$ cat src/rtl/srx_pkg.sv
package srx_pkg;

    typedef enum logic [2:0] {
        SRX_IDLE,
        SRX_QUALIFY,
        SRX_BITS,
        SRX_STOP,
        SRX_WAIT_HIGH
    } srx_state_e;

endpackage

$ cat src/rtl/srx_sync.sv
module srx_sync #(
    parameter int STAGES   = 2,
    parameter bit IDLE_LVL = 1'b1
) (
    input  logic clk,
    input  logic rst_n,
    input  logic din,
    output logic dout
);

    logic [STAGES-1:0] chain_d, chain_q;

    genvar g;
    generate
        for (g = 0; g < STAGES; g++) begin : g_stage
            if (g == 0) begin : g_first
                assign chain_d[g] = din;
            end else begin : g_next
                assign chain_d[g] = chain_q[g-1];
            end
        end
    endgenerate

    always_ff @(posedge clk or negedge rst_n) begin
        if (!rst_n) chain_q <= {STAGES{IDLE_LVL}};
        else        chain_q <= chain_d;
    end

    assign dout = chain_q[STAGES-1];

endmodule

$ cat src/rtl/srx_frame_ctl.sv
module srx_frame_ctl
    import srx_pkg::*;
#(
    parameter int DATA_W     = 8,
    parameter int OSR        = 8,
    parameter int START_LOWS = 4
) (
    input  logic              clk,
    input  logic              rst_n,
    input  logic              tick,
    input  logic              rx,
    output logic              frame_ld,
    output logic [DATA_W-1:0] frame_data
);

    localparam int CNT_W = (OSR > 1) ? $clog2(OSR) : 1;
    localparam int LOW_W = $clog2(START_LOWS + 1);
    localparam int IDX_W = (DATA_W > 1) ? $clog2(DATA_W) : 1;
    localparam logic [CNT_W-1:0] CNT_LAST = CNT_W'(OSR - 1);
    localparam logic [LOW_W-1:0] LOW_LAST = LOW_W'(START_LOWS - 1);
    localparam logic [IDX_W-1:0] IDX_LAST = IDX_W'(DATA_W - 1);

    typedef struct packed {
        srx_state_e        state;
        logic [CNT_W-1:0]  os_cnt;
        logic [LOW_W-1:0]  low_cnt;
        logic [IDX_W-1:0]  bit_idx;
        logic [DATA_W-1:0] shreg;
    } ctl_t;

    ctl_t ctl_d, ctl_q;
    logic ld_d;

    always_comb begin
        ctl_d = ctl_q;
        ld_d  = 1'b0;
        if (tick) begin
            case (ctl_q.state)
                SRX_IDLE: begin
                    if (!rx) begin
                        ctl_d.low_cnt = LOW_W'(1);
                        ctl_d.state   = SRX_QUALIFY;
                    end
                end
                SRX_QUALIFY: begin
                    if (rx) begin
                        ctl_d.state = SRX_IDLE;
                    end else if (ctl_q.low_cnt == LOW_LAST) begin
                        ctl_d.state   = SRX_BITS;
                        ctl_d.os_cnt  = '0;
                        ctl_d.bit_idx = '0;
                    end else begin
                        ctl_d.low_cnt = ctl_q.low_cnt + LOW_W'(1);
                    end
                end
                SRX_BITS: begin
                    if (ctl_q.os_cnt == CNT_LAST) begin
                        ctl_d.os_cnt = '0;
                        ctl_d.shreg  = {rx, ctl_q.shreg[DATA_W-1:1]};
                        if (ctl_q.bit_idx == IDX_LAST) begin
                            ctl_d.state = SRX_STOP;
                        end else begin
                            ctl_d.bit_idx = ctl_q.bit_idx + IDX_W'(1);
                        end
                    end else begin
                        ctl_d.os_cnt = ctl_q.os_cnt + CNT_W'(1);
                    end
                end
                SRX_STOP: begin
                    if (ctl_q.os_cnt == CNT_LAST) begin
                        ctl_d.os_cnt = '0;
                        if (rx) begin
                            ld_d        = 1'b1;
                            ctl_d.state = SRX_IDLE;
                        end else begin
                            ctl_d.state = SRX_WAIT_HIGH;
                        end
                    end else begin
                        ctl_d.os_cnt = ctl_q.os_cnt + CNT_W'(1);
                    end
                end
                SRX_WAIT_HIGH: begin
                    if (rx) ctl_d.state = SRX_IDLE;
                end
                default: ctl_d.state = SRX_IDLE;
            endcase
        end
    end

    always_ff @(posedge clk or negedge rst_n) begin
        if (!rst_n) begin
            ctl_q.state   <= SRX_IDLE;
            ctl_q.os_cnt  <= '0;
            ctl_q.low_cnt <= '0;
            ctl_q.bit_idx <= '0;
            ctl_q.shreg   <= '0;
        end else begin
            ctl_q <= ctl_d;
        end
    end

    assign frame_ld   = ld_d;
    assign frame_data = ctl_q.shreg;

endmodule

$ cat src/rtl/srx_hold.sv
module srx_hold #(
    parameter int DATA_W = 8
) (
    input  logic              clk,
    input  logic              rst_n,
    input  logic              ld,
    input  logic [DATA_W-1:0] ld_data,
    input  logic              rd_data,
    input  logic              rd_status,
    output logic [DATA_W-1:0] data,
    output logic              full,
    output logic              overrun
);

    typedef struct packed {
        logic [DATA_W-1:0] data;
        logic              full;
        logic              ovr;
    } hold_t;

    hold_t hold_d, hold_q;

    always_comb begin
        hold_d = hold_q;
        if (rd_data)   hold_d.full = 1'b0;
        if (rd_status) hold_d.ovr  = 1'b0;
        if (ld) begin
            hold_d.data = ld_data;
            hold_d.full = 1'b1;
            if (hold_q.full && !rd_data) hold_d.ovr = 1'b1;
        end
    end

    always_ff @(posedge clk or negedge rst_n) begin
        if (!rst_n) begin
            hold_q.data <= '0;
            hold_q.full <= 1'b0;
            hold_q.ovr  <= 1'b0;
        end else begin
            hold_q <= hold_d;
        end
    end

    assign data    = hold_q.data;
    assign full    = hold_q.full;
    assign overrun = hold_q.ovr;

endmodule

$ cat src/rtl/srx_os8_rx.sv
module srx_os8_rx #(
    parameter int DATA_W      = 8,
    parameter int OSR         = 8,
    parameter int START_LOWS  = 4,
    parameter int SYNC_STAGES = 2
) (
    input  logic              clk,
    input  logic              rst_n,
    input  logic              os_tick,
    input  logic              rxd,
    input  logic              rd_data,
    input  logic              rd_status,
    output logic [DATA_W-1:0] rx_data,
    output logic              rx_full,
    output logic              rx_overrun
);

    logic              rx_s;
    logic              frame_ld;
    logic [DATA_W-1:0] frame_data;

    srx_sync #(
        .STAGES   (SYNC_STAGES),
        .IDLE_LVL (1'b1)
    ) u_sync (
        .clk   (clk),
        .rst_n (rst_n),
        .din   (rxd),
        .dout  (rx_s)
    );

    srx_frame_ctl #(
        .DATA_W     (DATA_W),
        .OSR        (OSR),
        .START_LOWS (START_LOWS)
    ) u_ctl (
        .clk        (clk),
        .rst_n      (rst_n),
        .tick       (os_tick),
        .rx         (rx_s),
        .frame_ld   (frame_ld),
        .frame_data (frame_data)
    );

    srx_hold #(
        .DATA_W (DATA_W)
    ) u_hold (
        .clk       (clk),
        .rst_n     (rst_n),
        .ld        (frame_ld),
        .ld_data   (frame_data),
        .rd_data   (rd_data),
        .rd_status (rd_status),
        .data      (rx_data),
        .full      (rx_full),
        .overrun   (rx_overrun)
    );

endmodule

$ cat config.mk
export PLATFORM = sky130hd
export DESIGN_NAME = srx_os8_rx
export DESIGN_NICKNAME = d
export VERILOG_FILES = /design/src/rtl/srx_pkg.sv /design/src/rtl/srx_sync.sv /design/src/rtl/srx_frame_ctl.sv /design/src/rtl/srx_hold.sv /design/src/rtl/srx_os8_rx.sv
export SDC_FILE = /design/constraint.sdc
export NUM_CORES = 1
export LEC_CHECK = 0
export CAP_MARGIN = 20
export CELL_PAD_IN_SITES_DETAIL_PLACEMENT = 2
export CELL_PAD_IN_SITES_GLOBAL_PLACEMENT = 2
export CORE_MARGIN = 2
export CORE_UTILIZATION = 37
export DETAILED_ROUTE_END_ITERATION = 8
export PLACE_DENSITY = 0.88
export SYNTH_ARGS = -nofsm -noshare
export SYNTH_HDL_FRONTEND = slang
export SYNTH_SLANG_ARGS = --single-unit
$ cat constraint.sdc
create_clock -name clk -period 1.8 [get_ports clk]
set_input_delay 0.36 -clock clk [delete_from_list [all_inputs] [get_ports clk]]
set_output_delay 0.36 -clock clk [all_outputs]
set_load 0.05 [all_outputs]
==> results.md <==
* Clk sinks at 32
* Leading area contributor after synthesis: dfrtp_1
* Diode count at 0
* Post-synth top flop: dfrtp_1
* Crit path capture type: register
* Hold Path Class: register to register
* Post-DRT Antenna Nets at 0
* Initial core utilization at 0.391
* FFs w/ async S/R, synth at 1.00
* Setup Skew at around 0.0072 ns
* CP max stage delay at roughly 0.4 ns
* Post-synthesis sequential area ratio at 0.548
* Fillers at about 390
* Metal-1 WL at between 1000 and 1500 um
* End of the worst hold path: u_sync.chain_q[1]$_DFF_PN1_
* Hold Startpoint: u_sync.chain_q[0]$_DFF_PN1_
* Worst Tran Pin Value at 0.491 ns
* Overflow after GRT at 0
* CTS Buffer Depth at 2
* Vias in the first global route at around 1,200
* Startpoint types: register
* WP data required at between 1.5 and 2 ns
* Cts bufs inserted at 5
* Outcome: finished, final reports clean
* Final hold viol count at 0
* Mapped Area at around 1500 um^2
* WL met2 at 1880 um
* Core Area at between 3000 and 4000 um^2
* Max Used Layer: met4
* Max transition margin at 0.668
* Final HPWL DP at around 2600 um
* Crit-path cells: ha_1, ha_2, and4bb_2, nand2_4, mux2_2
* Largest cells by area after synthesis: dfrtp_1, mux2_2, ha_1
* Worst Path Class, Setup: register to register
* Hold Path Cell Cnt at 0
* Tmin final at roughly 1.7 ns
* Synth top area share at 0.512
* R2R setup slack at roughly 0.080 ns
* Critical Path Slowest Stage Cell: dfrtp_1
* Die ar. at about 4500 um^2
* Reg2Reg Depth at 5
* Die Width at approximately 67 um
* GPL Wtd Cong at ~0.77
* Clock transition at path regs at roughly 0.07 ns
* DRC Markers at 0
* Worst vdd ir at between 600 and 700 uV
* Ys Warns at 0
* # Max-Cap Violations at 0
* Initial antenna violation count at 0
* Most frequent cells after synthesis: dfrtp_1, mux2_2, inv_1, nand2_1, ha_1
* Tcrit/Tclk final at 0.955
* Wirelength, routed at between 3000 and 4000 um
* Layout area overhead at 24.6%
* Gate Count Post-Synth at around 120
* Post-Synthesis Net Count at roughly 130
* Fraction of layout cells with a size suffix above 1 at 0.378
* Yosys cell types at 36
* PD cells at ~1200 nW/um^2
* Starting DRT DRC Count at 16
* Top delay family on crit path: adder cells
* CTS H-Tree Depth at 2
* Most common cell in the synthesized netlist: dfrtp_1
* GRT Overall Usage at 0.182
* Syn avg cell area at around 13 um^2
* R2r startpoint: u_ctl.ctl_q[14]$_DFFE_PN0P_
* Arrival time at the worst endpoint at 1.89 ns
* Post-synth EDFFs at 0
* DRT Pass-1 Iters at 3
* PortBufs at 15
* Worst hold slack at roughly 0.36 ns
* Crit path buf inv count at 0
* P_leak at 0.919 nW
* CTS Hold Bufs at 0
* Met3 routed WL at roughly 110 um
* Root Buffer: clkbuf_8
* DIE HEIGHT at ~67 um
* First-pass GRT wire length at approximately 5700 um
* CP max FO at 8
* Pin count of the biggest net entering global routing at 33
* Via count at just over 1,000
* Setup violators final at 0
* Vias per cell at 5.25
* Reg2reg end: u_ctl.frame_data[1]$_DFFE_PN0P_
* Fin nets at around 160
* Final Max Slew Viols at 0
* Tot Pwr at 2.13 mW
* Max Freq at 582 MHz
* Synth Register Bits at 32
* Clock insertion delay at the later pin of the skew report at approximately 0.29 ns
* Drt wl/cell at 17.5 um
* Core Rows at 22
* Io pins at 16
* TritonCTS clock tree: done
## cell usage in the layout (no fill, tap or decap), types with 2 or more instances in the layout
cell type | Yosys | final
clkbuf_8 | 0 | 5
a32o_1 | 3 | 3
nor2_1 | 2 | 2
buf_4 | 0 | 22
mux2_2 | 16 | 16
inv_1 | 7 | 7
o21ai_0 | 5 | 4
nand2b_1 | 2 | 2
a31oi_1 | 2 | 2
ha_1 | 6 | 5
nor2b_1 | 4 | 3
clkinv_2 | 0 | 2
dfstp_2 | 2 | 2
dfrtp_1 | 30 | 30
nand3b_1 | 2 | 2
nand2_1 | 7 | 7
mux2i_1 | 3 | 3
clkdlybuf4s50_1 | 0 | 5
and3b_1 | 2 | 2
## power by group
group	total (mW)	switching, mW	internal [mW]
Clock	0.545	0.276	0.269
Sequential	0.994	0.141	0.853
Combinational	0.595	0.291	0.304
Total	2.13	0.709	1.43
## worst max path at each step
stage	cells after the start	slack, ns	to	from
after floorplan	5	0.14	u_ctl.frame_data[0]$_DFFE_PN0P_	u_ctl.ctl_q[14]$_DFFE_PN0P_
after global placement	4	-0.06	u_hold.data[4]$_DFFE_PN0P_	os_tick
after detailed placement	4	-0.15	u_hold.data[4]$_DFFE_PN0P_	os_tick
after CTS	5	0.01	u_ctl.ctl_q[8]$_DFFE_PN0P_	u_ctl.ctl_q[14]$_DFFE_PN0P_
after global routing	6	-0.01	u_ctl.ctl_q[8]$_DFFE_PN0P_	u_ctl.ctl_q[8]$_DFFE_PN0P_
final	5	0.08	u_ctl.frame_data[1]$_DFFE_PN0P_	u_ctl.ctl_q[14]$_DFFE_PN0P_
## through the flow
| step | cells | setup WS, ns | utilization | area, um^2 | TNS [ns] |
|---|---|---|---|---|---|
| after floorplan | 117 | 0.141 | - | 1470 | 0 |
| after global placement | 187 | -0.0561 | 0.458 | 1720 | -0.399 |
| after global routing | 196 | -0.0116 | 0.488 | 1830 | -0.0187 |
| final | 196 | 0.0805 | 0.488 | 1830 | 0 |
| after detailed placement | 187 | -0.155 | 0.458 | 1720 | -1.82 |
| after CTS | 195 | 0.00995 | 0.484 | 1810 | 0 |
## cell type report
cell class	instances	area [um^2]	area share
sequential	32	803	0.440
tap	48	60.1	0.0329
inverter	7	26.3	0.0144
timing repair buffer	27	215	0.118
clock inverter	3	18.8	0.0103
clock buffer	5	68.8	0.0377
multi-input combinational	74	633	0.347
## routing by layer
metal / track usage / up-vias
li1: - / 488
met1: 0.200 / 520
met2: 0.324 / 16
met3: 0.0693 / 5
met4: 0.0536 / 0
met5: 0 / -
## kinds of logic after synthesis
family,count (synthesis),share of synthesized area
adders and majority gates,6,0.0512
muxes,19,0.143
DFF,32,0.548
AOI/OAI and AO/OA,20,0.101
buffers and inverters,11,0.0299
and+or+nand+nor,29,0.126
## sequential cells by signal (all words and copies together), names as in the netlist
name	cells
u_hold.data	8
u_ctl.ctl_q	12
u_ctl.frame_data	8
u_hold.overrun	1
u_hold.full	1
u_sync.chain_q	2
## timing repair
| action | 4_1_cts | 5_1_grt |
|---|---|---|
| setup endpoints to repair | 13 | 16 |
| hold endpoints to repair | 0 | 0 |
| pin swaps | 0 | 1 |
| buffers inserted | 0 | 1 |
| gates resized for setup | 3 | 3 |
Note: power is estimated with default switching activity, not from simulation.
